==> config.mk <==
export PLATFORM = sky130hd
export DESIGN_NAME = alarm_irq_ctrl
export DESIGN_NICKNAME = d
export VERILOG_FILES = /design/src/rtl/alm_pkg.sv /design/src/rtl/alm_rst_sync.sv /design/src/rtl/alm_osf_flag.sv /design/src/rtl/alm_alarm_unit.sv /design/src/rtl/alarm_irq_ctrl.sv
export SDC_FILE = /design/constraint.sdc
export NUM_CORES = 1
export LEC_CHECK = 0
export ABC_AREA = 1
export BUFFER_PORTS_ARGS = -buffer_cell sky130_fd_sc_hd__buf_4
export CAP_MARGIN = 20
export CORE_ASPECT_RATIO = 1.25
export CORE_MARGIN = 1
export CORE_UTILIZATION = 33
export DETAILED_ROUTE_END_ITERATION = 8
export GPL_TIMING_DRIVEN = 0
export PLACE_DENSITY = 0.59
export SYNTH_ARGS = -nofsm -noshare
export SYNTH_HDL_FRONTEND = slang
export SYNTH_SLANG_ARGS = --single-unit
export TNS_END_PERCENT = 30
==> constraint.sdc <==
create_clock -name clk -period 1.7 [get_ports clk]
set_input_delay 0.34 -clock clk [delete_from_list [all_inputs] [get_ports clk]]
set_output_delay 0.34 -clock clk [all_outputs]
set_load 0.005 [all_outputs]
==> src/rtl/alm_pkg.sv <==
package alm_pkg;

  localparam int unsigned REG_W     = 8;
  localparam int unsigned OSF_POS   = 7;
  localparam int unsigned AF_POS    = 0;
  localparam logic [7:0]  STAT_ADDR = 8'h08;

  typedef enum logic [1:0] {
    IRQ_OFF   = 2'd0,
    IRQ_LEVEL = 2'd1,
    IRQ_PULSE = 2'd2
  } irq_mode_e;

  function automatic irq_mode_e irq_mode_decode(input logic ctl,
                                                input logic wd,
                                                input logic ie);
    irq_mode_e m;
    if (!(ctl && ie)) m = IRQ_OFF;
    else if (wd)      m = IRQ_PULSE;
    else              m = IRQ_LEVEL;
    return m;
  endfunction

endpackage

==> src/rtl/alm_rst_sync.sv <==
module alm_rst_sync #(
  parameter int unsigned STAGES = 2
) (
  input  logic clk,
  input  logic rst_n,
  output logic rst_sync_n
);

  logic [STAGES-1:0] sync_q;
  logic [STAGES-1:0] sync_d;

  always_comb begin
    sync_d = {sync_q[STAGES-2:0], 1'b1};
  end

  always_ff @(posedge clk or negedge rst_n) begin
    if (!rst_n) sync_q <= '0;
    else        sync_q <= sync_d;
  end

  assign rst_sync_n = sync_q[STAGES-1];

endmodule

==> src/rtl/alm_osf_flag.sv <==
module alm_osf_flag (
  input  logic clk,
  input  logic rst_n,
  input  logic set_i,
  input  logic wr_i,
  input  logic wbit_i,
  output logic flag_o
);

  logic flag_q;
  logic flag_d;
  logic flag_en;

  // Hardware set has priority over a software clear in the same cycle.
  always_comb begin
    flag_en = set_i || (wr_i && !wbit_i);
    flag_d  = set_i;
  end

  always_ff @(posedge clk or negedge rst_n) begin
    if (!rst_n)       flag_q <= 1'b1;
    else if (flag_en) flag_q <= flag_d;
  end

  assign flag_o = flag_q;

endmodule

==> src/rtl/alm_alarm_unit.sv <==
module alm_alarm_unit #(
  parameter int unsigned PULSE_TICKS = 1024
) (
  input  logic clk,
  input  logic rst_n,
  input  logic zero_i,
  input  logic wr_i,
  input  logic wbit_i,
  input  logic pulse_mode_i,
  input  logic tick_i,
  output logic af_o,
  output logic pulse_o
);

  localparam int unsigned CW = $clog2(PULSE_TICKS + 1);
  localparam logic [CW-1:0] LOAD_VAL = CW'(PULSE_TICKS);
  localparam logic [CW-1:0] LAST_VAL = CW'(1);

  logic          af_q, af_d, af_en;
  logic          act_q, act_d, act_en;
  logic [CW-1:0] rem_q, rem_d;
  logic          rem_en;
  logic          win_end;

  // Pulse window timer
  always_comb begin
    win_end = 1'b0;
    act_d   = act_q;
    act_en  = 1'b0;
    rem_d   = rem_q;
    rem_en  = 1'b0;
    if (!pulse_mode_i) begin
      act_d  = 1'b0;
      act_en = act_q;
    end else if (zero_i) begin
      act_d  = 1'b1;
      act_en = 1'b1;
      rem_d  = LOAD_VAL;
      rem_en = 1'b1;
    end else if (act_q && tick_i) begin
      if (rem_q == LAST_VAL) begin
        act_d   = 1'b0;
        act_en  = 1'b1;
        win_end = 1'b1;
      end else begin
        rem_d  = rem_q - LAST_VAL;
        rem_en = 1'b1;
      end
    end
  end

  // Alarm flag: set > end-of-window clear > software clear
  always_comb begin
    af_d  = af_q;
    af_en = 1'b0;
    if (zero_i) begin
      af_d  = 1'b1;
      af_en = 1'b1;
    end else if (win_end || (wr_i && !wbit_i)) begin
      af_d  = 1'b0;
      af_en = 1'b1;
    end
  end

  always_ff @(posedge clk or negedge rst_n) begin
    if (!rst_n)     af_q <= 1'b0;
    else if (af_en) af_q <= af_d;
  end

  always_ff @(posedge clk or negedge rst_n) begin
    if (!rst_n)      act_q <= 1'b0;
    else if (act_en) act_q <= act_d;
  end

  always_ff @(posedge clk or negedge rst_n) begin
    if (!rst_n)      rem_q <= '0;
    else if (rem_en) rem_q <= rem_d;
  end

  assign af_o    = af_q;
  assign pulse_o = act_q;

endmodule

==> src/rtl/alarm_irq_ctrl.sv <==
module alarm_irq_ctrl
  import alm_pkg::*;
#(
  parameter int unsigned PULSE_TICKS = 1024
) (
  input  logic       clk,
  input  logic       rst_n,
  input  logic [7:0] reg_addr,
  input  logic [7:0] reg_wdata,
  input  logic       reg_we,
  output logic [7:0] reg_rdata,
  input  logic       osc_stop,
  input  logic       cnt_zero,
  input  logic       irq_ctl,
  input  logic       wd_mode,
  input  logic       alm_ie,
  input  logic       tick,
  output logic       irq_n
);

  logic      rst_sync_n;
  logic      stat_wr;
  logic      osf_q;
  logic      af_q;
  logic      pulse_act;
  irq_mode_e mode;

  alm_rst_sync #(.STAGES(2)) u_rst_sync (
    .clk        (clk),
    .rst_n      (rst_n),
    .rst_sync_n (rst_sync_n)
  );

  always_comb begin
    stat_wr = reg_we && (reg_addr == STAT_ADDR);
    mode    = irq_mode_decode(irq_ctl, wd_mode, alm_ie);
  end

  alm_osf_flag u_osf (
    .clk    (clk),
    .rst_n  (rst_sync_n),
    .set_i  (osc_stop),
    .wr_i   (stat_wr),
    .wbit_i (reg_wdata[OSF_POS]),
    .flag_o (osf_q)
  );

  alm_alarm_unit #(.PULSE_TICKS(PULSE_TICKS)) u_alarm (
    .clk          (clk),
    .rst_n        (rst_sync_n),
    .zero_i       (cnt_zero),
    .wr_i         (stat_wr),
    .wbit_i       (reg_wdata[AF_POS]),
    .pulse_mode_i (mode == IRQ_PULSE),
    .tick_i       (tick),
    .af_o         (af_q),
    .pulse_o      (pulse_act)
  );

  always_comb begin
    reg_rdata = '0;
    if (reg_addr == STAT_ADDR) begin
      reg_rdata[OSF_POS] = osf_q;
      reg_rdata[AF_POS]  = af_q;
    end
  end

  always_comb begin
    case (mode)
      IRQ_LEVEL: irq_n = !af_q;
      IRQ_PULSE: irq_n = !pulse_act;
      default:   irq_n = 1'b1;
    endcase
  end

endmodule

# After elaboration in Yosys (flattened, before gate mapping)
# Index checks and enable logic that the tools add are counted.
# totals
register_bits,16
out_inout_bits,9
word_cells,55
# op_classes
n_eq_ne,7
reduce_logical,16
muxes,26
addsub,1
# op_table
cell,count
$mux 11,3
$mux 1,20
$eq 11x1->1 const B,1
$sub 11x1->11 const B,1
$eq 8x4->1 const B,1
$ne 3x3->1 const B,2
$logic_and 1x1->1,5
$logic_not 1->1,4
$mux 2,2
$reduce_and 4->1,1
$reduce_bool 2->1,2
$reduce_and 3->1,1
$eq 2x1->1 const B,1
$eq 2x2->1 const B,1
$logic_or 1x1->1,2
$ne 2x2->1 const B,1
$pmux 1 s2,1
$reduce_and 2->1,1

# Depth between registers and ports, before layout
# Gate-level depths: netlist of run 1.
# logic_depth
depth_word,9
mapped_depth,8
ltp_nobuf,8

# Hierarchy
# A second synthesis of run 1 with hierarchy kept.
# hier_totals
cells_unflattened,155
hier_area_um2,1081.0
# by_module_without_submodules
mod,seq_area_each_um2,cells_each,n_inst,area_per_inst_um2
alm_alarm_unit,325.3,114,1,837.1
alarm_irq_ctrl,0.0,32,1,145.1
alm_rst_sync,50.0,3,1,53.8
alm_osf_flag,26.3,6,1,45.0

# Least setup slack after synthesis of run 1
# No wires, ideal clock.
# synth_path
kind,register to register
from,reg u_alarm.rem_q[0]
to,reg u_alarm.rem_q[8]
setup_ps,65
synth_period_minus_slack_ps,1263
n_path_buf,0
path_stages_with_launch,8
arrival_ps,1197
slack_ps,437
path_cell_list,dfrtp_1 inv_1 ha_1 nand2_1 nor2_1 xor2_1 nand3_1 nand2_1
# synth_between
elab_chain_cells,6
elab_cells_between_ends,11
cone_classes,1 x add/sub; 2 x eq/ne; 7 x mux; 1 x reduce/logical
# synth_lines
item,line_no,text
start: declaration,alm_alarm_unit.sv:21,"logic [CW-1:0] rem_q, rem_d;"
start signal: assignment,alm_alarm_unit.sv:77,else if (rem_en) rem_q <= rem_d;
branches (longest 6 deep; another with $sub 11x1->11),-,
# Parallel ways; which one is timed is not known. The select of a mux whose other input is x is not followed.
# A chain may end at the register's enable or synchronous reset.

# Final worst setup path of run 1
# Ends and elaborated chain as after synthesis.

==> impl_metrics.py, run 1 <==
metrics = {
    "worst_setup_path": {
        "worstPathArrival_ns": 1.71,
        "start_kind": "flip-flop",
        "critPathKind": "flip-flop to flip-flop",
        "crit_path_end_kind": "flip-flop",
        "worstPathCellList": "inv_1, ha_1, nand2_1, nor2_1, xor2_1, nand3_1, nand2_1",
        "worst_path_largest_cell_delay_ns": 0.41,
        "cp_max_fo": 6,
        "cp.required_ns": 1.93,
        "path_common_cell": "nand2_1",
        "crit_slowest_cell": "dfrtp_1",
    },
    "global_route": {
        "overflow": 0,
        "grt_max_degree": 15,
        "grt_pass1_vias": 909,
        "grt_pass1_wl_um": 3480,
        "grt.total_usage": 0.137,
        "antenna_found_initial": 0,
    },
    "clocking": {
        "clock_path_buffers": 2,
        "cts.repair.resized": 0,
        "cts.sinks": 16,
        "root_buffer": "clkbuf_4",
        "clk_latency_ns": 0.29,
        "cts_buffers": 3,
        "cts_setup_buffers": 0,
        "path_clk_slew_ns": 0.09,
        "htree_levels": 1,
        "cts_tree": "built",
    },
    "detailed_routing": {
        "drtAntennaViolNets": 0,
        "firstDrtPassIters": 4,
        "wire_per_inst_um": 9.76,
        "routed_wl_um": 2010,
        "vias": 909,
        "drt_iter0_drc": 13,
        "viasPerCell": 4.41,
        "drc": 0,
    },
    "timing": {
        "rsz0062_at_grt": "false",
        "timing.final.ws_setup_ns": 0.225,
        "slew_viol_final": 0,
        "min_period_ns": 1.47,
        "hold_viol": 0,
        "tns_ns": 0,
        "slew_headroom": 0.631,
        "setup_viol": 0,
        "timing.fmax_mhz": 678,
        "finClkSkew_ns": 0.00278,
        "finalCritPeriodShare": 0.868,
        "worst_slew_pin_slew_ns": 0.553,
        "finalHoldWorstSlack_ns": 0.229,
    },
    "power_and_ir_drop": {
        "p_comb_frac": 0.397,
        "switchingPower_mw": 0.533,
        "switching_share": 0.391,
        "power_frac_clock": 0.186,
        "p_int_mw": 0.828,
        "power_mw": 1.36,
        "ir_drop_uv": 687,
        "power_density_nw_per_um2": 1070,
        "p_leak_nw": 0.719,
        "seq_power_share": 0.417,
    },
    "finish": {
        "num-fill-cells": 311,
        "multiInputGateArea_sq_um": 537,
        "post_route_cells_drive_above_1_share": 0.224,
        "synthToLayoutAreaGrowth_pct": 26.5,
        "register_area_sq_um": 402,
        "diodes": 0,
        "instances_no_fill": 206,
        "finalInstanceArea_sq_um": 1280,
        "fin_nets": 198,
        "final_util": 0.438,
    },
    "logic_synthesis": {
        "synthAdderAreaFrac": 0.0248,
        "yosys.area_share.simple": 0.382,
        "synth_area_per_cell_sq_um": 7.26,
        "syn_area_sq_um": 1010,
        "synth-xor-area-share": 0.0607,
        "synth_compound_area_frac": 0.0384,
        "yosys_warnings": 0,
        "synth_top_family_by_area": "simple AND/OR/NAND/NOR gates",
        "ys_ff_latch": 16,
        "yosysSeqAreaShare": 0.398,
        "ys_types": 21,
        "synth_cells": 139,
        "synth.area.mux_share": 0,
    },
    "place": {
        "port_buffers": 21,
        "place_congestion": 0.859,
        "dpl.hpwl_um": 1580,
        "place_inst": 201,
        "preCtsSetupSlack_ns": 0.233,
        "postPlaceCellArea_sq_um": 1230,
    },
    "run_status": {
        "outcome": "finished, final reports clean",
    },
    "floorplanning": {
        "rows": 22,
        "die-area_sq_um": 3290,
        "die_w_um": 51.5,
        "io_pins": 34,
        "die_h_um": 63.8,
        "coreArea_sq_um": 2920,
        "initial_utilization": 0.346,
    },
    "min_path": {
        "hold_path_class": "flip-flop to async pin",
    },
    "job": {
        "drv_cap": 0,
    },
}
[flip-flops by register name, indices dropped and copies added (netlist names)]
name,flops
u_alarm.af_o,1
u_osf.flag_o,1
u_alarm.rem_q,11
u_alarm.pulse_o,1
u_rst_sync.sync_q,2
[layout by cell type (no fill, tap or decap), types with 2 or more instances in the layout]
| cell type | n |
|---|---|
| inv_1 | 12 |
| nor2_1 | 27 |
| conb_1 | 7 |
| xor2_1 | 6 |
| nand2_1 | 44 |
| dfrtp_1 | 15 |
| clkbuf_4 | 3 |
| nor2_4 | 2 |
| o21ai_1 | 2 |
| nand3_1 | 11 |
| buf_4 | 27 |
| ha_1 | 2 |
[critical path: cells and delay by family (launching register included)]
family | cells | cell delay, ns
and+or+nand+nor | 4 | 0.43
DFF | 1 | 0.41
adders and majority gates | 1 | 0.25
buffers and inverters | 1 | 0.17
xor gates and xnor gates | 1 | 0.15
[power by group through the flow]
stage | sequential [mW] | combinational (mW) | clock [mW]
floorplan | 0.551 | 0.435 | 0
global placement | 0.572 | 0.532 | 0
detailed placement | 0.574 | 0.537 | 0
CTS | 0.567 | 0.542 | 0.267
global route | 0.578 | 0.631 | 0.277
finish | 0.568 | 0.540 | 0.253
[cells in the mapped netlist]
cell	instances	area, sq um
inv_1	12	45.0
nor2_2	1	6.26
o21bai_1	1	7.51
buf_4	6	45.0
o21ai_2	1	8.76
ha_1	2	25.0
o211ai_1	1	7.51
conb_1	2	7.51
o21ai_1	2	10.0
dfrtp_1	15	375
a21oi_1	1	5.00
nor3_1	1	5.00
nor2_4	2	22.5
nand3_1	11	55.1
nor2_1	27	101
dfstp_2	1	26.3
nand3_2	1	10.0
xnor2_1	1	8.76
nor2_8	1	20.0
xor2_1	6	52.6
nand2_1	44	165
[layout make-up]
type	instances	share of cell area
timing repair buffer	22	0.131
inverter	12	0.0353
clock buffer	4	0.0284
buffer	6	0.0353
tap	36	0.0353
sequential	16	0.314
multi-input combinational	110	0.420
[repair_timing]
item,4_1_cts,5_1_grt
endpoints found under the setup margin,0,0
endpoints found under the hold margin,2,0
hold buffers,1,0
[metal layers]
metal,vias to the layer above,track usage,part of all wire
met5,-,0,0
met4,0,0.0608,0.014
met3,4,0.0167,0.069
met2,30,0.248,0.47
met1,402,0.154,0.45
li1,473,-,-
[final timing paths]
kind | startpoint | end | slack (ns) | cells past startpoint
hold reg to reg | u_rst_sync.sync_q[1] | u_alarm.af_o | 0.23 | 0
setup / recovery | u_alarm.rem_q[0] | u_alarm.rem_q[8] | 0.23 | 7
setup reg to reg | u_alarm.rem_q[0] | u_alarm.rem_q[8] | 0.23 | 7
hold / removal | u_rst_sync.sync_q[1] | u_alarm.af_o | 0.23 | 0
min in group clk | osc_stop | u_osf.flag_o | 0.25 | 2
max in group asynchronous | u_rst_sync.sync_q[1] | u_osf.flag_o | 1.10 | 0
[logic make-up after synthesis]
kind of cell             count (synthesis)
other                                    2
AND/OR/NAND/NOR                         88
AO/OA/AOI/OAI                            6
adder cells (fa/ha/maj)                  2
XOR/XNOR                                 7
buffers and inverters                   18
flip-flops                              16
Power figures use the tool's default switching activity.
==> run 2: changes to the inputs <==
--- a/config.mk
+++ b/config.mk
@@ -14,6 +14,7 @@
 export DETAILED_ROUTE_END_ITERATION = 8
 export GPL_TIMING_DRIVEN = 0
 export PLACE_DENSITY = 0.59
+export REMOVE_ABC_BUFFERS = 1
 export SYNTH_ARGS = -nofsm -noshare
 export SYNTH_HDL_FRONTEND = slang
 export SYNTH_SLANG_ARGS = --single-unit
==> run 2 against run 1 <==
Compared with the run above: non-clock buffer count decreased by 6; combinational power about the same; cell count shrank 2.9%; sequential power about the same; worst setup slack better by 0.0042 ns; register-to-register slack hardly changed; first-iteration DRC count is 15% lower; power grew 0.27%; flip-flop and latch count is the same; critical endpoint unchanged; largest cell class unchanged; largest power group unchanged.
==> impl_metrics.py, run 2 (same netlist as run 1, synthesis figures left out) <==
metrics = {
    "worst_setup_path": {
        "worstPathArrival_ns": 1.71,
        "reg2reg_from": "u_alarm.rem_q[0]",
        "start_kind": "flip-flop",
        "cp.required_ns": 1.94,
        "cp_max_fo": 6,
        "reg2reg_to": "u_alarm.rem_q[8]",
        "crit_path_end_kind": "flip-flop",
        "r2r.worst_path.cells": 7,
        "r2r_slack_ns": 0.23,
        "critPathKind": "flip-flop to flip-flop",
    },
    "place": {
        "port_buffers": 21,
        "place_congestion": 0.865,
        "preCtsSetupSlack_ns": 0.209,
        "dpl.hpwl_um": 1550,
    },
    "detailed_routing": {
        "viasPerCell": 4.50,
        "drtAntennaViolNets": 0,
        "vias": 900,
        "firstDrtPassIters": 4,
        "wire_per_inst_um": 10.2,
        "drc": 0,
        "routed_wl_um": 2030,
        "drt_iter0_drc": 11,
    },
    "timing": {
        "min_period_ns": 1.47,
        "worst_slew_pin_slew_ns": 0.565,
        "timing.final.ws_setup_ns": 0.229,
        "finalCritPeriodShare": 0.865,
        "hold_viol": 0,
        "tns_ns": 0,
        "setup_viol": 0,
        "slew_headroom": 0.623,
        "rsz0062_at_grt": "false",
        "slew_viol_final": 0,
        "finClkSkew_ns": 0.00712,
        "timing.fmax_mhz": 680,
    },
    "global_route": {
        "overflow": 0,
        "grt_pass1_wl_um": 3330,
        "grt_max_degree": 15,
        "antenna_found_initial": 0,
        "grt_pass1_vias": 848,
        "grt.total_usage": 0.131,
    },
    "clocking": {
        "root_buffer": "clkbuf_4",
        "path_clk_slew_ns": 0.10,
        "clock_path_buffers": 2,
        "cts.sinks": 16,
        "cts_buffers": 3,
        "cts.repair.resized": 0,
        "clk_latency_ns": 0.30,
        "cts_setup_buffers": 0,
        "htree_levels": 1,
        "cts_tree": "built",
    },
    "power_and_ir_drop": {
        "switching_share": 0.399,
        "power_frac_clock": 0.188,
        "ir_drop_uv": 568,
        "switchingPower_mw": 0.545,
        "p_comb_frac": 0.396,
        "p_leak_nw": 0.686,
        "p_int_mw": 0.820,
        "seq_power_share": 0.416,
        "power_density_nw_per_um2": 1110,
    },
    "floorplanning": {
        "die_w_um": 51.5,
        "die-area_sq_um": 3290,
        "rows": 22,
        "coreArea_sq_um": 2920,
        "initial_utilization": 0.346,
        "io_pins": 34,
        "die_h_um": 63.8,
    },
    "finish": {
        "synthToLayoutAreaGrowth_pct": 22.1,
        "diodes": 0,
        "final_cell_mix": "44 x nand2_1, 27 x nor2_1, 21 x buf_4, 15 x dfrtp_1, 12 x inv_1",
        "post_route_cells_drive_above_1_share": 0.195,
        "layout_commonest_cell": "nand2_1",
        "fin_nets": 192,
        "top_regs": "u_alarm.rem_q: 11 flops, u_rst_sync.sync_q: 2 flops",
        "largest-register": "u_alarm.rem_q",
        "largest_reg_flops": 11,
    },
    "run_status": {
        "outcome": "finished, final reports clean",
    },
    "job": {
        "drv_cap": 0,
    },
    "min_path": {
        "hold_path_class": "flip-flop to async pin",
    },
}
run 2: cell types whose count changed in the layout (fill, tap and decap cells not counted), sizes merged:
cell,previous run,this run
buf,27,21
run 2: area by class of cell:
type | instances | area (sq um)
fillers | 310 | 1690
multi-input cells | 110 | 537
flip-flops and latches | 16 | 402
repair buffers | 22 | 168
inverters | 12 | 45.0
well taps | 36 | 45.0
clock buffers | 4 | 36.3
run 2: stage by stage:
step                      hold slack (ns)  std cells  instance area, sq um   util  power, mW
after detailed placement            0.123        195                  1190  0.407       1.10
after global placement              0.122        195                  1190  0.407       1.09
final                               0.229        200                  1230  0.422       1.36
after floorplan                    0.0444        138                   983      -      0.975
after global routing                0.267        200                  1230  0.422       1.47
after CTS                           0.253        200                  1230  0.422       1.37
run 2: worst max-delay path by stage:
stage | start | end | slack (ns) | depth (start not counted)
2_1_floorplan | u_alarm.rem_q[0] | u_alarm.rem_q[8] | 0.44 | 7
3_3_place_gp | irq_ctl | u_alarm.rem_q[7] | 0.25 | 7
3_5_place_dp | irq_ctl | u_alarm.rem_q[7] | 0.21 | 7
4_1_cts | u_alarm.rem_q[0] | u_alarm.rem_q[8] | 0.22 | 7
5_1_grt | u_alarm.rem_q[0] | u_alarm.rem_q[8] | 0.08 | 7
6_report | u_alarm.rem_q[0] | u_alarm.rem_q[8] | 0.23 | 7
run 2: timing repair:
action | CTS | global route
setup endpoints to repair | 0 | 0
hold buffers | 1 | 0
endpoints found under the hold margin | 2 | 0
run 2: per-layer routing:
metal  up-vias  part of all wire  track usage
met1       398              0.45        0.160
met5         -                 0            0
met4         0             0.017       0.0574
li1        463                 -            -
met2        34              0.47        0.224
met3         5             0.065       0.0190
run 2: power by group through the flow:
stage	logic (mW)	clock network [mW]	registers (mW)
3_5_place_dp	0.531	0	0.574
6_report	0.540	0.256	0.568
4_1_cts	0.539	0.263	0.567
3_3_place_gp	0.522	0	0.572
5_1_grt	0.614	0.274	0.582
2_1_floorplan	0.425	0	0.551
run 2: worst max-delay path, cell delays in order, from the launching register on:
cell     delay, ns
dfrtp_1       0.41
inv_1         0.17
ha_1          0.25
nand2_1       0.12
nor2_1        0.15
xor2_1        0.15
nand3_1       0.08
nand2_1       0.07
